===== src/rtl/xcvr_pkg.sv =====
package xcvr_pkg;

    localparam int XCVR_SECTIONS = 2;
    localparam int XCVR_LANE_W   = 8;

    typedef struct packed {
        logic ce_n;
        logic le_n;
        logic oe_n;
    } xcvr_ctrl_t;

    function automatic logic ctrl_open(input xcvr_ctrl_t c);
        return ~(c.ce_n | c.le_n);
    endfunction

    function automatic logic ctrl_drive(input xcvr_ctrl_t c);
        return ~(c.ce_n | c.oe_n);
    endfunction

endpackage


===== src/rtl/xcvr_lane.sv =====
module xcvr_lane
    import xcvr_pkg::*;
#(
    parameter int LANE_W = 8
) (
    input  logic              clk,
    input  logic              rst_n,
    input  xcvr_ctrl_t        ctrl,
    input  logic [LANE_W-1:0] din,
    output logic [LANE_W-1:0] dout,
    output logic              drive
);

    typedef struct packed {
        logic [LANE_W-1:0] store;
    } lane_state_t;

    lane_state_t st_d, st_q;
    logic        open_w;
    logic        drive_w;

    always_comb begin
        open_w  = ctrl_open(ctrl);
        drive_w = rst_n & ctrl_drive(ctrl);
        st_d    = st_q;
        if (open_w) begin
            st_d.store = din;
        end
        drive = drive_w;
        if (!drive_w) begin
            dout = '0;
        end else if (open_w) begin
            dout = din;
        end else begin
            dout = st_q.store;
        end
    end

    always_ff @(posedge clk or negedge rst_n) begin
        if (!rst_n) begin
            st_q <= '0;
        end else begin
            st_q <= st_d;
        end
    end

    AST_CE_BLOCKS_DRIVE: assert property (@(posedge clk) disable iff (!rst_n)
        ctrl.ce_n |-> (!drive && dout == '0));

    AST_CAPTURE_ON_CLOSE: assert property (@(posedge clk) disable iff (!rst_n)
        ($past(rst_n) && $past(ctrl.ce_n == 1'b0 && ctrl.le_n == 1'b0)
         && ctrl.le_n && drive) |-> dout == $past(din));

    AST_HOLD_WHILE_CLOSED: assert property (@(posedge clk) disable iff (!rst_n)
        ($past(rst_n) && $past(ctrl.le_n) && $past(drive) && ctrl.le_n && drive
         && !ctrl.ce_n && !$past(ctrl.ce_n)) |-> $stable(dout));

    AST_UNDRIVEN_ZERO: assert property (@(posedge clk) disable iff (!rst_n)
        !drive |-> dout == '0);

endmodule


===== src/rtl/xcvr_section.sv =====
module xcvr_section
    import xcvr_pkg::*;
#(
    parameter int LANE_W = 8
) (
    input  logic              clk,
    input  logic              rst_n,
    input  xcvr_ctrl_t        ab_ctrl,
    input  xcvr_ctrl_t        ba_ctrl,
    input  logic [LANE_W-1:0] a_in,
    input  logic [LANE_W-1:0] b_in,
    output logic [LANE_W-1:0] a_out,
    output logic [LANE_W-1:0] b_out,
    output logic              a_drv,
    output logic              b_drv,
    output logic              contend
);

    xcvr_lane #(.LANE_W(LANE_W)) ab_lane_i (
        .clk   (clk),
        .rst_n (rst_n),
        .ctrl  (ab_ctrl),
        .din   (a_in),
        .dout  (b_out),
        .drive (b_drv)
    );

    xcvr_lane #(.LANE_W(LANE_W)) ba_lane_i (
        .clk   (clk),
        .rst_n (rst_n),
        .ctrl  (ba_ctrl),
        .din   (b_in),
        .dout  (a_out),
        .drive (a_drv)
    );

    always_comb begin
        contend = a_drv & b_drv;
    end

    AST_CONTEND_NEEDS_BOTH: assert property (@(posedge clk) disable iff (!rst_n)
        contend |-> (!ab_ctrl.ce_n && !ab_ctrl.oe_n && !ba_ctrl.ce_n && !ba_ctrl.oe_n));

    AST_BOTH_GIVES_CONTEND: assert property (@(posedge clk) disable iff (!rst_n)
        (!ab_ctrl.ce_n && !ab_ctrl.oe_n && !ba_ctrl.ce_n && !ba_ctrl.oe_n) |-> contend);

endmodule


===== src/rtl/bus_xcvr16.sv =====
module bus_xcvr16
    import xcvr_pkg::*;
#(
    parameter int SECTIONS = XCVR_SECTIONS,
    parameter int LANE_W   = XCVR_LANE_W,
    localparam int BUS_W   = SECTIONS * LANE_W
) (
    input  logic                clk,
    input  logic                rst_n,
    input  logic [SECTIONS-1:0] ce_ab_n,
    input  logic [SECTIONS-1:0] le_ab_n,
    input  logic [SECTIONS-1:0] oe_ab_n,
    input  logic [SECTIONS-1:0] ce_ba_n,
    input  logic [SECTIONS-1:0] le_ba_n,
    input  logic [SECTIONS-1:0] oe_ba_n,
    input  logic [BUS_W-1:0]    a_in,
    output logic [BUS_W-1:0]    a_out,
    output logic [SECTIONS-1:0] a_drv,
    input  logic [BUS_W-1:0]    b_in,
    output logic [BUS_W-1:0]    b_out,
    output logic [SECTIONS-1:0] b_drv,
    output logic [SECTIONS-1:0] contend
);

    for (genvar s = 0; s < SECTIONS; s++) begin : g_sec
        xcvr_ctrl_t ab_c, ba_c;

        always_comb begin
            ab_c = '{ce_n: ce_ab_n[s], le_n: le_ab_n[s], oe_n: oe_ab_n[s]};
            ba_c = '{ce_n: ce_ba_n[s], le_n: le_ba_n[s], oe_n: oe_ba_n[s]};
        end

        xcvr_section #(.LANE_W(LANE_W)) sec_i (
            .clk     (clk),
            .rst_n   (rst_n),
            .ab_ctrl (ab_c),
            .ba_ctrl (ba_c),
            .a_in    (a_in[s*LANE_W +: LANE_W]),
            .b_in    (b_in[s*LANE_W +: LANE_W]),
            .a_out   (a_out[s*LANE_W +: LANE_W]),
            .b_out   (b_out[s*LANE_W +: LANE_W]),
            .a_drv   (a_drv[s]),
            .b_drv   (b_drv[s]),
            .contend (contend[s])
        );
    end

    always_ff @(posedge clk) begin
        if (!rst_n) begin
            AST_RESET_NO_DRIVE: assert (a_drv == '0 && b_drv == '0);
        end
    end

endmodule


===== config.mk =====
export PLATFORM = sky130hd
export DESIGN_NAME = bus_xcvr16
export DESIGN_NICKNAME = d
export VERILOG_FILES = /design/src/rtl/xcvr_pkg.sv /design/src/rtl/xcvr_lane.sv /design/src/rtl/xcvr_section.sv /design/src/rtl/bus_xcvr16.sv
export SDC_FILE = /design/constraint.sdc
export NUM_CORES = 1
export LEC_CHECK = 0
export BUFFER_PORTS_ARGS = -buffer_cell sky130_fd_sc_hd__clkbuf_2
export CAP_MARGIN = 15
export CELL_PAD_IN_SITES_DETAIL_PLACEMENT = 0
export CELL_PAD_IN_SITES_GLOBAL_PLACEMENT = 1
export CORE_MARGIN = 2
export CORE_UTILIZATION = 25
export CTS_CLUSTER_DIAMETER = 100
export DETAILED_ROUTE_END_ITERATION = 6
export GPL_ROUTABILITY_DRIVEN = 0
export HOLD_SLACK_MARGIN = 0.1
export PLACE_DENSITY = 0.56
export SYNTH_ARGS = -nofsm -noshare
export SYNTH_HDL_FRONTEND = slang
export SYNTH_SLANG_ARGS = --single-unit

===== constraint.sdc =====
create_clock -name clk -period 1.1 [get_ports clk]
set_input_delay 0.055 -clock clk [delete_from_list [all_inputs] [get_ports clk]]
set_output_delay 0.055 -clock clk [all_outputs]
set_load 0.05 [all_outputs]

# Word level (Yosys, flattened, before mapping)
# Cells that the tools add are included.
dict set report totals {
  reg_bits 32
  in_bits 46
  word_cells 30
}
dict set report classes {
  mux 8
  bitwise 18
}
# cell count
set op_table {}
lappend op_table {{8-bit two-way mux} 8}
lappend op_table {{1-bit OR} 8}
lappend op_table {{1-bit bitwise AND} 6}
lappend op_table {{1-bit NOT} 4}

# Logic depth before layout (Yosys ltp)
dict set report depth {
  word_depth 4
  ltp_mapped 4
}

# Cells and area by module
# Synthesis repeated with hierarchy kept, for this count alone.
dict set report hier_totals {
  hier_cells 150
  hier_area_um2 1759.2
}
# module instances cells_per_inst area_each_um2
set by_module_without_submodules {}
lappend by_module_without_submodules {xcvr_lane 4 37 436.7}
lappend by_module_without_submodules {xcvr_section 2 1 6.3}

# Worst setup path before layout
# OpenSTA, ideal clock, no wires.
dict set report synth_path {
  kind {input-to-output}
  start {in ce_ba_n[1]}
  end {out a_out[10]}
  arrival_ps 1248
  required_ps 1045
  slack_ps -203
  stages 3
  path_buffers 1
  cell_sequence {or3b_1 buf_2 nor2_1}
}
dict set report synth_via {
  elab_chain_cells 4
  elab_cells_between_ends 6
  classes_between {mux (2); bitwise (4)}
}
# element line
set synth_lines {}
lappend synth_lines {{start: declaration} bus_xcvr16.sv:13} ;# input logic [SECTIONS-1:0] ce_ba_n,
lappend synth_lines {{1-bit OR} xcvr_pkg.sv:17} ;# return ~(c.ce_n | c.oe_n);
lappend synth_lines {{1-bit NOT} xcvr_pkg.sv:17}
lappend synth_lines {{1-bit bitwise AND} xcvr_lane.sv:24} ;# drive_w = rst_n & ctrl_drive(ctrl);
lappend synth_lines {{8-bit two-way mux (*)} xcvr_lane.sv:30} ;# if (!drive_w) begin
lappend synth_lines {{end: declaration} bus_xcvr16.sv:17} ;# output logic [BUS_W-1:0] a_out,
# Mark *: on every way between the ends. The rest lies on a longest branch, timed or not.

# Worst setup path after layout
dict set report layout_path {
  start {reg g_sec[1].sec_i.ba_lane_i.st_q[3] (netlist bit)}
  end {out a_out[11]}
}
dict set report layout_via {
  elab_chain_cells 2
}
# element line
set layout_lines {}
lappend layout_lines {{start: declaration} xcvr_lane.sv:18} ;# lane_state_t st_d, st_q;
lappend layout_lines {{start signal: assignment} xcvr_lane.sv:43} ;# st_q <= st_d;
lappend layout_lines {{8-bit two-way mux} xcvr_lane.sv:32} ;# end else if (open_w) begin
lappend layout_lines {{8-bit two-way mux} xcvr_lane.sv:30}
# No other way between the ends.

==> run metrics <==
Cell Chain, Critical Path mux2i_2, nor2_4, buf_12; sequential-to-total area share from yosys stat between 40% and 50%; Rel. slew slack between 80% and 90%; Die Ht 89.1 um; count of final setup violators 2; Critical Path Slowest Stage Cell dfrtp_1; Synth Net Count just over 200; critical path data required time 1040 ps; Post-layout nets approximately 330; Mapped Cells ~160; Clock Skew 0 ps; syn avg cell area about 12 um^2; DRC 0; worst hold path type primary input to async pin; reg2reg start g_sec[1].sec_i.ab_lane_i.st_q[5]$_DFF_PN0_; worst r2r dst g_sec[1].sec_i.ab_lane_i.st_q[5]$_DFF_PN0_; CTS tree yes; wire length per cell roughly 12 um; Mapped Area ~1800 um^2; top cell type's share of synthesized area between 40 and 50%; detailed-route via count between 1500 and 2000; latest clock arrival within the worst-skew pair 270 ps; top cells by count, synth dfrtp_1 (32), mux2_2 (32), mux2i_1 (32), nor2_1 (32), buf_4 (9); GRT overflow 0; post-synthesis async set-or-reset flop share between 90% and 100%; clock-pin slew on the worst setup and hold paths around 70 ps; number of synthesized flops with an enable pin 0; Power Total about 3.2 mW; Crit. End Element output pin; fin crit period about 1100 ps; CTS Buf Count 5; Pleak between 1.5 and 2 nW; failing checks setup timing; clock sink count 32; unrepaired setup endpoints after global routing yes; Primary FF master, synth dfrtp_1; maximum root-to-sink buffer count 2; fin crit share 102%; R2R depth 1; cell taking the most area after synthesis dfrtp_1; number of diodes 0; drt initial violations 16; Setup WS post-layout -26.6 ps; Die W slightly below 90 um; #FFs+latches synth 32; Peak Freq roughly 890 MHz; Hold WS 209 ps; WS Path Type flip-flop to output pin; Port Buf Inserts 83; vias in the first global route ~1600; Tot GR Track Use between 10% and 20%; H-tree Lvls 2; Post-DP HPWL about 3.2 mm; first-pass GRT wire length just over 7 mm; worst-margin pin slew 267 ps; maximum vdd drop between 0.0004 and 0.0005 V; cell family with most CP delay flip-flops; final hold violations 0; crit start category flip-flop; reg2reg setup slack 340 ps; status finished, violations left; Starting Density 25.4%; data arrival time of the worst path 1070 ps; Slowest Stage Delay on Critical Path 380 ps; crit path buf inv count 1; Max-Cap Viols 0; via-per-instance ratio ~4.1; Power Density between 1000 and 1500 nW/um^2; share of layout cells above drive strength 1 around 57%; post-synthesis cell type count 11; Placeable Area about 7000 um^2; total die area 7930 um^2; Area growth syn-to-layout 76.7%; worst setup path startpoint g_sec[1].sec_i.ba_lane_i.st_q[3]$_DFF_PN0_; Slew Limit Fails 0; Critical Path Stages 3; # IOs 84; # rows 31; synth warn 0; pre-CTS setup slack -276 ps; CTS root buf clkbuf_8; pin count of the biggest net entering global routing 13; worst-path fanout max 2; initial antenna violation count 0; drt total wl 4.46 mm; Routed Antenna Nets 0; 1st-pass router iterations 4; Final TNS setup -30.0 ps; Synth area leaders dfrtp_1 (44%), mux2_2 (20%), mux2i_1 (18%), nor2_1 (6.6%), buf_4 (3.7%)
## stage by stage
stage               instances  util, %  instance area (um^2)
floorplan                 156        -                  1820
global route              379     44.8                  3200
CTS                       379     44.5                  3180
global placement          341     34.3                  2450
detailed placement        341     34.3                  2450
finish                    379     44.8                  3200
## placed cells by master (no fill, tap or decap), types with 5 or more instances in the layout
master         Yosys  routed
mux2i_1           32      31
nor2_4             4       5
dlygate4sd3_1      0      33
buf_8              0      10
clkbuf_2           0      47
buf_4              9      16
nor2_1            32      21
mux2_2            32      32
nor2_2             0      10
dfrtp_1           32      32
clkbuf_8           0      25
## sequential cells by signal, indices dropped and copies added, names as in the netlist
| register | cells |
|---|---|
| g_sec.sec_i.ab_lane_i.st_q | 16 |
| g_sec.sec_i.ba_lane_i.st_q | 16 |
## metal layers
layer	GRT usage, %	vias up	routed length (um)
met5	0	-	0
met4	3.26	0	45
met3	3.51	5	300
met2	20.5	51	2160
met1	13.9	731	1950
li1	-	776	-
## power breakdown
| group | switching, mW | leakage, nW | internal, mW | total, mW |
|---|---|---|---|---|
| Clock | 0.395 | 0.0359 | 0.407 | 0.803 |
| Combinational | 0.471 | 1.10 | 0.541 | 1.01 |
| Sequential | 0.0789 | 0.376 | 1.35 | 1.43 |
| Total | 0.945 | 1.51 | 2.30 | 3.24 |
## area by class of cell
cell class                      count  area, um^2
Clock buffer                        5        68.8
Inverter                            4        15.0
Multi-Input combinational cell    106         953
Timing Repair Buffer              133        1230
Sequential cell                    32         801
Fill cell                         731        3940
Tap cell                           99         124
## logic make-up (layout without fill, tap and decap cells)
| kind of cell | after synthesis | count (layout) | share of synthesized area [%] |
|---|---|---|---|
| simple gates | 42 | 42 | 12.2 |
| buf+inv | 18 | 142 | 5.95 |
| flops | 32 | 32 | 44.3 |
| mux | 64 | 64 | 37.6 |
## how the worst max path moves through the flow
stage	end	slack, ps
2_1_floorplan	a_out[10]	-200
3_3_place_gp	a_out[3]	-270
3_5_place_dp	a_out[3]	-280
4_1_cts	a_out[11]	-40
5_1_grt	a_out[11]	-80
6_report	a_out[11]	-30
## what timing repair did
item	4_1_cts	5_1_grt
endpoints found under the setup margin	38	34
buffers inserted	0	0
gates resized for setup	80	13
gates cloned	0	0
hold buffers	33	0
hold endpoints to repair	64	0
Note: power is estimated with default switching activity, not from simulation.
